===== config.mk =====
export PLATFORM = sky130hd
export DESIGN_NAME = card_shutdown_seq
export DESIGN_NICKNAME = d
export VERILOG_FILES = /design/src/rtl/card_seq_pkg.sv /design/src/rtl/gap_timer.sv /design/src/rtl/io_arbiter.sv /design/src/rtl/card_shutdown_seq.sv
export SDC_FILE = /design/constraint.sdc
export NUM_CORES = 1
export LEC_CHECK = 0
export BUFFER_PORTS_ARGS = -buffer_cell sky130_fd_sc_hd__buf_2
export CORE_MARGIN = 2
export CORE_UTILIZATION = 52
export CTS_BUF_LIST = sky130_fd_sc_hd__clkbuf_8
export CTS_CLUSTER_DIAMETER = 80
export CTS_CLUSTER_SIZE = 30
export DETAILED_ROUTE_END_ITERATION = 10
export HOLD_SLACK_MARGIN = 0.06
export PLACE_DENSITY = 0.75
export SKIP_CTS_REPAIR_TIMING = 1
export SLEW_MARGIN = 20
export SYNTH_ARGS = -nofsm -noshare
export SYNTH_HDL_FRONTEND = slang
export SYNTH_SLANG_ARGS = --single-unit

===== constraint.sdc =====
create_clock -name clk -period 1.65 [get_ports clk]
set_input_delay 0.165 -clock clk [delete_from_list [all_inputs] [get_ports clk]]
set_output_delay 0.165 -clock clk [all_outputs]
set_load 0.02 [all_outputs]

===== src/rtl/card_seq_pkg.sv =====
package card_seq_pkg;

    localparam int LINES = 3;
    localparam int L_RST = 0;
    localparam int L_CLK = 1;
    localparam int L_IO  = 2;

    typedef enum logic [1:0] {
        SQ_OFF,
        SQ_LIVE,
        SQ_DROP_RST,
        SQ_DROP_CLK
    } seq_state_e;

    typedef enum logic [1:0] {
        OWN_IDLE,
        OWN_HOST,
        OWN_CARD,
        OWN_SETTLE
    } io_own_e;

    typedef struct packed {
        seq_state_e       st;
        logic [LINES-1:0] pd;
        logic [LINES-1:0] en;
        logic             pu;
        logic             rst_lvl;
        logic             clk_lvl;
    } seq_regs_t;

endpackage


===== src/rtl/gap_timer.sv =====
module gap_timer #(
    parameter int CYCLES = 200
) (
    input  logic clk,
    input  logic rst,
    input  logic load_i,
    output logic expire_o
);
    localparam int CW = $clog2(CYCLES + 1);
    localparam logic [CW-1:0] TOP = CW'(CYCLES - 1);

    logic [CW-1:0] cnt_d, cnt_q;
    logic          run_d, run_q;

    always_comb begin
        cnt_d = cnt_q;
        run_d = run_q;
        if (load_i) begin
            cnt_d = TOP;
            run_d = 1'b1;
        end else if (run_q) begin
            if (cnt_q == '0) run_d = 1'b0;
            else             cnt_d = cnt_q - 1'b1;
        end
    end

    always_ff @(posedge clk) begin
        if (rst) begin
            cnt_q <= '0;
            run_q <= 1'b0;
        end else begin
            cnt_q <= cnt_d;
            run_q <= run_d;
        end
    end

    assign expire_o = run_q && (cnt_q == '0);

endmodule


===== src/rtl/io_arbiter.sv =====
module io_arbiter
    import card_seq_pkg::*;
(
    input  logic clk,
    input  logic rst,
    input  logic clear_i,
    input  logic host_lvl_i,
    input  logic card_lvl_i,
    output logic card_drv_o,
    output logic host_drv_o
);
    io_own_e own_d, own_q;

    always_comb begin
        own_d = own_q;
        unique case (own_q)
            OWN_IDLE: begin
                if (!host_lvl_i)      own_d = OWN_HOST;
                else if (!card_lvl_i) own_d = OWN_CARD;
            end
            OWN_HOST:   if (host_lvl_i) own_d = OWN_SETTLE;
            OWN_CARD:   if (card_lvl_i) own_d = OWN_SETTLE;
            OWN_SETTLE: if (host_lvl_i && card_lvl_i) own_d = OWN_IDLE;
            default:    own_d = OWN_IDLE;
        endcase
        if (clear_i) own_d = OWN_IDLE;
    end

    always_ff @(posedge clk) begin
        if (rst) own_q <= OWN_IDLE;
        else     own_q <= own_d;
    end

    assign card_drv_o = (own_q != OWN_HOST);
    assign host_drv_o = (own_q != OWN_CARD);


    never_both_low_chk: assert property (@(posedge clk) disable iff (rst)
        !(!card_drv_o && !host_drv_o));


    host_low_cause_chk: assert property (@(posedge clk) disable iff (rst)
        $fell(host_drv_o) |-> !$past(card_lvl_i));

endmodule


===== src/rtl/card_shutdown_seq.sv =====
module card_shutdown_seq
    import card_seq_pkg::*;
#(
    parameter int CLK_HZ = 50_000_000,
    parameter int GAP_NS = 4000
) (
    input  logic       clk,
    input  logic       rst,
    input  logic       uv_i,
    input  logic       host_rst_i,
    input  logic       host_clk_i,
    input  logic       host_io_i,
    input  logic       card_io_i,
    output logic       card_rst_o,
    output logic       card_clk_o,
    output logic       card_io_o,
    output logic       host_io_o,
    output logic [2:0] out_en_o,
    output logic [2:0] pd_en_o,
    output logic       io_pu_en_o,
    output logic       busy_o,
    output logic       off_o
);
    localparam int GAP_RAW = (CLK_HZ / 1000) * GAP_NS / 1_000_000;
    localparam int GAP_CYC = (GAP_RAW < 1) ? 1 : GAP_RAW;

    seq_regs_t r_d, r_q;
    logic      tmr_load;
    logic      tmr_expire;
    logic      arb_card;
    logic      arb_host;
    logic [LINES-1:0] lvl;

    gap_timer #(.CYCLES(GAP_CYC)) u_gap (
        .clk      (clk),
        .rst      (rst),
        .load_i   (tmr_load),
        .expire_o (tmr_expire)
    );

    io_arbiter u_arb (
        .clk        (clk),
        .rst        (rst),
        .clear_i    (!r_q.en[L_IO]),
        .host_lvl_i (host_io_i),
        .card_lvl_i (card_io_i),
        .card_drv_o (arb_card),
        .host_drv_o (arb_host)
    );

    always_comb begin
        r_d      = r_q;
        tmr_load = 1'b0;
        unique case (r_q.st)
            SQ_OFF: begin
                if (!uv_i) begin
                    r_d.st = SQ_LIVE;
                    r_d.en = '1;
                    r_d.pd = '0;
                    r_d.pu = 1'b1;
                end
            end
            SQ_LIVE: begin
                if (uv_i) begin
                    r_d.st        = SQ_DROP_RST;
                    r_d.en[L_RST] = 1'b0;
                    r_d.pd[L_RST] = 1'b1;
                    tmr_load      = 1'b1;
                end
            end
            SQ_DROP_RST: begin
                if (tmr_expire) begin
                    r_d.st        = SQ_DROP_CLK;
                    r_d.en[L_CLK] = 1'b0;
                    r_d.pd[L_CLK] = 1'b1;
                    tmr_load      = 1'b1;
                end
            end
            SQ_DROP_CLK: begin
                if (tmr_expire) begin
                    r_d.st = SQ_OFF;
                    r_d.en = '0;
                    r_d.pd = '1;
                    r_d.pu = 1'b0;
                end
            end
            default: r_d.st = SQ_OFF;
        endcase
        r_d.rst_lvl = r_d.en[L_RST] & host_rst_i;
        r_d.clk_lvl = r_d.en[L_CLK] & host_clk_i;
    end

    always_ff @(posedge clk) begin
        if (rst) begin
            r_q.st      <= SQ_OFF;
            r_q.pd      <= '1;
            r_q.en      <= '0;
            r_q.pu      <= 1'b0;
            r_q.rst_lvl <= 1'b0;
            r_q.clk_lvl <= 1'b0;
        end else begin
            r_q <= r_d;
        end
    end

    assign lvl[L_RST] = r_q.rst_lvl;
    assign lvl[L_CLK] = r_q.clk_lvl;
    assign lvl[L_IO]  = arb_card;

    logic [LINES-1:0] line_out;
    for (genvar i = 0; i < LINES; i++) begin : g_line
        assign line_out[i] = r_q.en[i] & lvl[i];
    end

    assign card_rst_o = line_out[L_RST];
    assign card_clk_o = line_out[L_CLK];
    assign card_io_o  = line_out[L_IO];
    assign host_io_o  = !r_q.en[L_IO] | arb_host;
    assign out_en_o   = r_q.en;
    assign pd_en_o    = r_q.pd;
    assign io_pu_en_o = r_q.pu;
    assign busy_o     = (r_q.st == SQ_DROP_RST) || (r_q.st == SQ_DROP_CLK);
    assign off_o      = (r_q.st == SQ_OFF);


    pd_stage_excl_chk: assert property (@(posedge clk) disable iff (rst)
        (pd_en_o & out_en_o) == 3'b000);


    pd_order_chk: assert property (@(posedge clk) disable iff (rst)
        (!pd_en_o[2] || pd_en_o[1]) && (!pd_en_o[1] || pd_en_o[0]));


    off_safe_chk: assert property (@(posedge clk) disable iff (rst)
        off_o |-> (pd_en_o == 3'b111 && !io_pu_en_o && !card_io_o));


    uv_start_chk: assert property (@(posedge clk) disable iff (rst)
        (r_q.st == SQ_LIVE && uv_i) |=> (pd_en_o[0] && busy_o && !card_rst_o));


    no_abort_chk: assert property (@(posedge clk) disable iff (rst)
        busy_o |=> (busy_o || off_o));

endmodule


==> results.py, run 1 <==
metrics = {
    "clock_network": {
        "path_clk_slew_ns": 0.07,
        "insertion_delay_ns": 0.25,
        "cts_buffers": 3,
        "clkSinkCount": 21,
        "cts_root_buf": "clkbuf_8",
        "cts_tree": "yes",
        "clockBufferDepth": 2,
        "htree_levels": 1,
    },
    "routing": {
        "route.met2.wl_um": 1330,
        "remaining_drc_errors": 0,
        "drtIter0Drc": 18,
        "route.met3.wl_um": 81,
        "vias_per_cell": 5.40,
        "dr.pass1.iters": 4,
        "wl_met1_um": 1290,
        "postRouteWirelength_um": 2720,
        "ant_nets": 0,
        "vias": 1113,
        "highest_layer": "met4",
        "routedWlPerCell_um": 13.2,
    },
    "floorplanning": {
        "die-area_um2": 2830,
        "initial_utilization": 0.558,
        "die_h_um": 53.2,
        "io_pins": 20,
        "rows": 17,
        "die_w_um": 53.2,
        "core_um2": 2250,
    },
    "sta": {
        "max_freq_mhz": 607,
        "layout_setup_ws_ns": 0.00171,
        "fin_skew_ns": 0.00179,
        "final-setup-viol-count": 0,
        "slew_headroom": 0.728,
        "worst_slew_pin_slew_ns": 0.407,
        "fin_hold_ws_ns": 0.119,
        "report.final.slew_viol_count": 0,
        "grt_setup_unrepaired": "yes",
        "period_share": 0.999,
        "final_hold_viol_count": 0,
        "period_needed_ns": 1.65,
    },
    "setup_path": {
        "criticalPathCategory": "reg -> reg",
        "end_kind": "register",
        "r2r_cells": 7,
        "crit_fanout": 5,
        "startpoint_type": "register",
        "crit_required_ns": 1.84,
        "r2r_slack_ns": 0.002,
        "cp_data_arrival_time_ns": 1.84,
        "r2r-end": "u_gap.cnt_q[1]",
        "reg2reg_from": "u_gap.cnt_q[0]",
    },
    "global_route": {
        "grt_use_total": 0.202,
        "grt_pass1_vias": 1008,
        "grt_antenna_before_repair": 0,
        "grt_max_degree": 14,
        "grt_pass1_wl_um": 4220,
        "grt_remaining_overflow": 0,
    },
    "synth": {
        "yosys_warnings": 0,
        "synth_cells": 141,
        "syn_nets": 159,
        "avgSynthCellArea_um2": 8.93,
        "syn-cell-area_um2": 1260,
        "seq_area_frac_synth": 0.334,
        "ys_seq_elements": 21,
        "synth_cell_type_count": 37,
    },
    "layout": {
        "area_growth_pct": 30.8,
        "fin_cells": 206,
        "final_util": 0.730,
        "final_common_cell": "buf_4",
        "antenna_cells": 0,
        "fin_area_um2": 1650,
        "mostFrequentLayoutCells": "buf_4 (22), buf_2 (19), dfxtp_1 (14)",
        "num-nets-final": 197,
        "layout-drive-gt1-share": 0.416,
    },
    "min_path": {
        "holdPathEnd": "lvl[1]",
        "hold_path_depth": 2,
        "hold_start": "host_clk_i",
        "hp-class": "in -> reg",
    },
    "placement": {
        "port_buffers": 19,
        "placed_cells": 193,
        "post-place-ws_ns": -0.0631,
        "post-dp-hpwl_um": 1970,
        "dpl-instance-area_um2": 1480,
        "gp_congestion": 0.907,
    },
    "run": {
        "max_cap_violations": 0,
    },
    "outcome": {
        "status": "completed",
    },
    "power": {
        "power_density_nw_per_um2": 1540,
        "ir_drop_mv": 1.17,
        "leakagePower_uw": 0.000731,
    },
}
==> cell families (layout without fill, tap and decap cells) <==
kind of cell / after synthesis / in the layout / synth area share
and+or+nand+nor: 50 / 50 / 0.233
xor gates and xnor gates: 1 / 1 / 0.00696
AOI/OAI and AO/OA: 30 / 30 / 0.170
DFF: 21 / 21 / 0.334
adders and majority gates: 11 / 11 / 0.109
buffers and inverters: 19 / 56 / 0.0746
muxes: 9 / 9 / 0.0726
==> how the worst max path moves through the flow <==
| stage | start | end | slack [ns] | cells past startpoint |
|---|---|---|---|---|
| 4_1_cts | u_gap.cnt_q[1] | u_gap.cnt_q[1] | -0.08 | 7 |
| 3_5_place_dp | u_gap.cnt_q[0] | u_gap.cnt_q[1] | -0.06 | 7 |
| 5_1_grt | r_q[10] | lvl[0] | -0.09 | 6 |
| 3_3_place_gp | u_gap.cnt_q[1] | u_gap.cnt_q[1] | -0.005 | 7 |
| 6_report | u_gap.cnt_q[0] | u_gap.cnt_q[1] | 0.002 | 7 |
| 2_1_floorplan | u_gap.cnt_q[2] | r_q[9] | 0.004 | 4 |
==> power by group <==
group / switching [uW] / leakage (uW) / internal, uW
Clock: 159 / 0.0000255 / 168
Combinational: 744 / 0.000531 / 706
Sequential: 111 / 0.000175 / 643
Total: 1010 / 0.000731 / 1520
==> layer usage <==
metal  vias up  global-route usage
met5         -                   0
met2        17               0.368
li1        568                   -
met4         0              0.0385
met1       526               0.237
met3         2              0.0508
==> cell usage after synthesis (all sizes together) <==
master | count | share of area
dfxtp | 21 | 0.33
ha | 11 | 0.11
nor2 | 11 | 0.033
inv | 10 | 0.030
a21oi | 9 | 0.036
nand2 | 9 | 0.027
mux2i | 8 | 0.064
buf | 6 | 0.036
and2 | 5 | 0.025
nor2b | 5 | 0.025
nor3b | 5 | 0.030
a211oi | 3 | 0.018
a31oi | 3 | 0.015
clkbuf | 3 | 0.0089
nor3 | 3 | 0.012
o21ai | 3 | 0.012
o41ai | 3 | 0.027
a22oi | 2 | 0.012
a41oi | 2 | 0.014
nand3b | 2 | 0.012
nor4 | 2 | 0.022
or2 | 2 | 0.0099
or4 | 2 | 0.015
a211o | 1 | 0.0070
a21bo | 1 | 0.0080
a21o | 1 | 0.0060
mux2 | 1 | 0.0089
nand2b | 1 | 0.0050
nand4 | 1 | 0.0050
o21ba | 1 | 0.0080
o311a | 1 | 0.0080
or3 | 1 | 0.0060
or3b | 1 | 0.0070
xnor2 | 1 | 0.0070
==> worst max-delay path, cell delays in order (launching register included) <==
cell and delay, ns:
dfxtp_2 0.33, inv_2 0.08, ha_4 0.13, nor3b_4 0.30
buf_6 0.16, a21bo_4 0.13, mux2_2 0.32, a21oi_1 0.13
==> cell type report <==
class | count | area [um2]
inverter | 10 | 37.5
timing repair buffer | 42 | 272
clock inverter | 1 | 5.00
sequential | 21 | 429
fill | 179 | 608
clock buffer | 3 | 41.3
multi-input combinational | 101 | 827
tap | 28 | 35.0
==> metrics by stage <==
step                      setup TNS (ns)  total power, uW
after floorplan                        0             1700
after global placement          -0.00513             1950
after detailed placement          -0.175             1990
after CTS                         -0.330             2320
after global routing              -0.600             2710
final                                  0             2530
==> flip-flops by register name, summed over array words and instances, names as in the netlist <==
register,flops
u_gap.cnt_q,8
out_en_o,3
pd_en_o,3
lvl,2
r_q,2
u_arb.own_q,2
u_gap.run_q,1
Note: power is estimated with default switching activity, not from simulation.
==> inputs of run 2 (changes only) <==
--- a/config.mk
+++ b/config.mk
@@ -15,4 +15,5 @@
 export HOLD_SLACK_MARGIN = 0.06
 export PLACE_DENSITY = 0.75
+export SETUP_SLACK_MARGIN = 0.3
 export SKIP_CTS_REPAIR_TIMING = 1
 export SLEW_MARGIN = 20
==> constraint.sdc (replaced) <==
create_clock -name clk -period 1.65 [get_ports clk]
set_input_delay 0.33 -clock clk [delete_from_list [all_inputs] [get_ports clk]]
set_output_delay 0.33 -clock clk [all_outputs]
set_load 0.02 [all_outputs]
==> run 2 against run 1 <==
Effect of this change:
- hold slack gained 0.16 ns
- sequential share of layout area shrank 1.7 points
- register-to-register slack gained 0.05 ns
- sequential power grew 2.9%
- routed wire length grew 15%
- worst setup slack gained 0.039 ns
- cell count shrank 1.5%
- clock-buffer cell count is the same
- non-clock buffer count shrank 3
- combinational power grew 7%
- clock power grew 3%
==> results.py, run 2 (synthesized netlist as in run 1, its figures left out) <==
metrics = {
    "routing": {
        "vias": 1132,
        "postRouteWirelength_um": 3140,
        "drtIter0Drc": 17,
        "remaining_drc_errors": 0,
        "vias_per_cell": 5.58,
        "dr.pass1.iters": 4,
        "routedWlPerCell_um": 15.4,
        "ant_nets": 0,
    },
    "layout": {
        "top_register": "u_gap.cnt_q",
        "num-nets-final": 194,
        "mostFrequentLayoutCells": "buf_2 (17), buf_4 (17), dfxtp_1 (11)",
        "antenna_cells": 0,
        "fin_area_um2": 1820,
        "largest_reg_flops": 8,
        "area_growth_pct": 44.6,
        "layout-drive-gt1-share": 0.554,
        "fin_cells": 203,
    },
    "sta": {
        "period_share": 0.975,
        "period_needed_ns": 1.61,
        "final_hold_viol_count": 0,
        "report.final.slew_viol_count": 0,
        "grt_setup_unrepaired": "yes",
        "fin_skew_ns": 0.00412,
        "tns_ns": 0,
        "slew_headroom": 0.762,
        "final-setup-viol-count": 0,
        "max_freq_mhz": 621,
        "worst_slew_pin_slew_ns": 0.356,
    },
    "power": {
        "ir_drop_mv": 1.05,
        "leakagePower_uw": 0.000762,
        "power_density_nw_per_um2": 1460,
    },
    "clock_network": {
        "clkSinkCount": 21,
        "cts_buffers": 3,
        "insertion_delay_ns": 0.26,
        "clockBufferDepth": 2,
        "htree_levels": 1,
        "cts_tree": "yes",
        "cts_root_buf": "clkbuf_8",
        "path_clk_slew_ns": 0.08,
    },
    "setup_path": {
        "crit_chain": "ha_2 -> nor2_4 -> inv_2 -> buf_2",
        "slowest_stage": "dfxtp_4",
        "crit_buf_inv": 2,
        "r2r_cells": 7,
        "r2r_slack_ns": 0.05,
        "cpPeakStageDelay_ns": 0.37,
        "cp_top_family": "flip-flops",
        "end_kind": "primary output",
        "reg2reg_from": "u_gap.cnt_q[0]",
        "r2r-end": "pd_en_o[0]",
        "crit_fanout": 6,
        "cp_data_arrival_time_ns": 1.28,
        "criticalPathCategory": "reg -> out",
        "startpoint_type": "register",
        "crit_required_ns": 1.32,
    },
    "global_route": {
        "grt_use_total": 0.202,
        "grt_max_degree": 14,
        "grt_pass1_vias": 1024,
        "grt_antenna_before_repair": 0,
        "grt_pass1_wl_um": 4220,
        "grt_remaining_overflow": 0,
    },
    "placement": {
        "port_buffers": 19,
        "placed_cells": 189,
        "gp_congestion": 0.775,
        "dpl-instance-area_um2": 1520,
        "post-dp-hpwl_um": 2000,
    },
    "min_path": {
        "holdPathEnd": "lvl[1]",
        "hold_path_depth": 2,
        "hold_start": "host_clk_i",
        "hp-class": "in -> reg",
    },
    "floorplanning": {
        "die-area_um2": 2830,
        "rows": 17,
        "initial_utilization": 0.558,
        "die_h_um": 53.2,
        "io_pins": 20,
        "core_um2": 2250,
        "die_w_um": 53.2,
    },
    "outcome": {
        "status": "completed",
    },
    "run": {
        "max_cap_violations": 0,
    },
}
-- run 2: cell types whose count changed in the layout (fill, tap and decap cells not counted), sizes merged --
cell / previous run / this run
buf: 42 / 39
-- run 2: per-stage QoR --
step / hold WS (ns) / utilization / worst slack, ns / total power, uW
detailed placement: 0.494 / 0.674 / -0.0205 / 2020
finish: 0.281 / 0.807 / 0.0405 / 2660
CTS: 0.271 / 0.694 / -0.0609 / 2360
global route: 0.289 / 0.807 / -0.0459 / 2820
floorplan: 0.408 / - / 0.0102 / 1770
global placement: 0.451 / 0.674 / 0.0276 / 1970
-- run 2: worst max path at each step --
stage                    from        endpoint  depth (start not counted)
5_1_grt        u_gap.cnt_q[5]  u_gap.cnt_q[1]                          5
4_1_cts                r_q[9]          busy_o                          5
6_report               r_q[9]          busy_o                          4
3_3_place_gp   u_gap.cnt_q[0]          lvl[1]                          7
3_5_place_dp   u_gap.cnt_q[1]          lvl[1]                          7
2_1_floorplan  u_gap.cnt_q[0]          r_q[9]                          7
-- run 2: where the power goes --
group          switching, uW  internal, uW  leakage (uW)  total, uW
Combinational            811           736      0.000559       1550
Clock                    168           168     0.0000255        336
Sequential               126           650      0.000178        776
Total                   1110          1550      0.000762       2660
-- run 2: area by class of cell --
class | instances | area, um2
Inverter | 10 | 47.5
Clock buffer | 3 | 41.3
Fill cell | 142 | 434
Tap cell | 28 | 35.0
Sequential cell | 21 | 443
Clock inverter | 1 | 5.00
Multi-Input combinational cell | 101 | 980
Timing Repair Buffer | 39 | 269
-- run 2: metal layers --
metal	up-vias	routed length, um	part of all wire	global-route usage
met4	0	36	0.011	0.0855
met2	19	1620	0.52	0.368
met5	-	0	0	0
li1	562	-	-	-
met1	547	1400	0.44	0.232
met3	4	80	0.026	0.0254
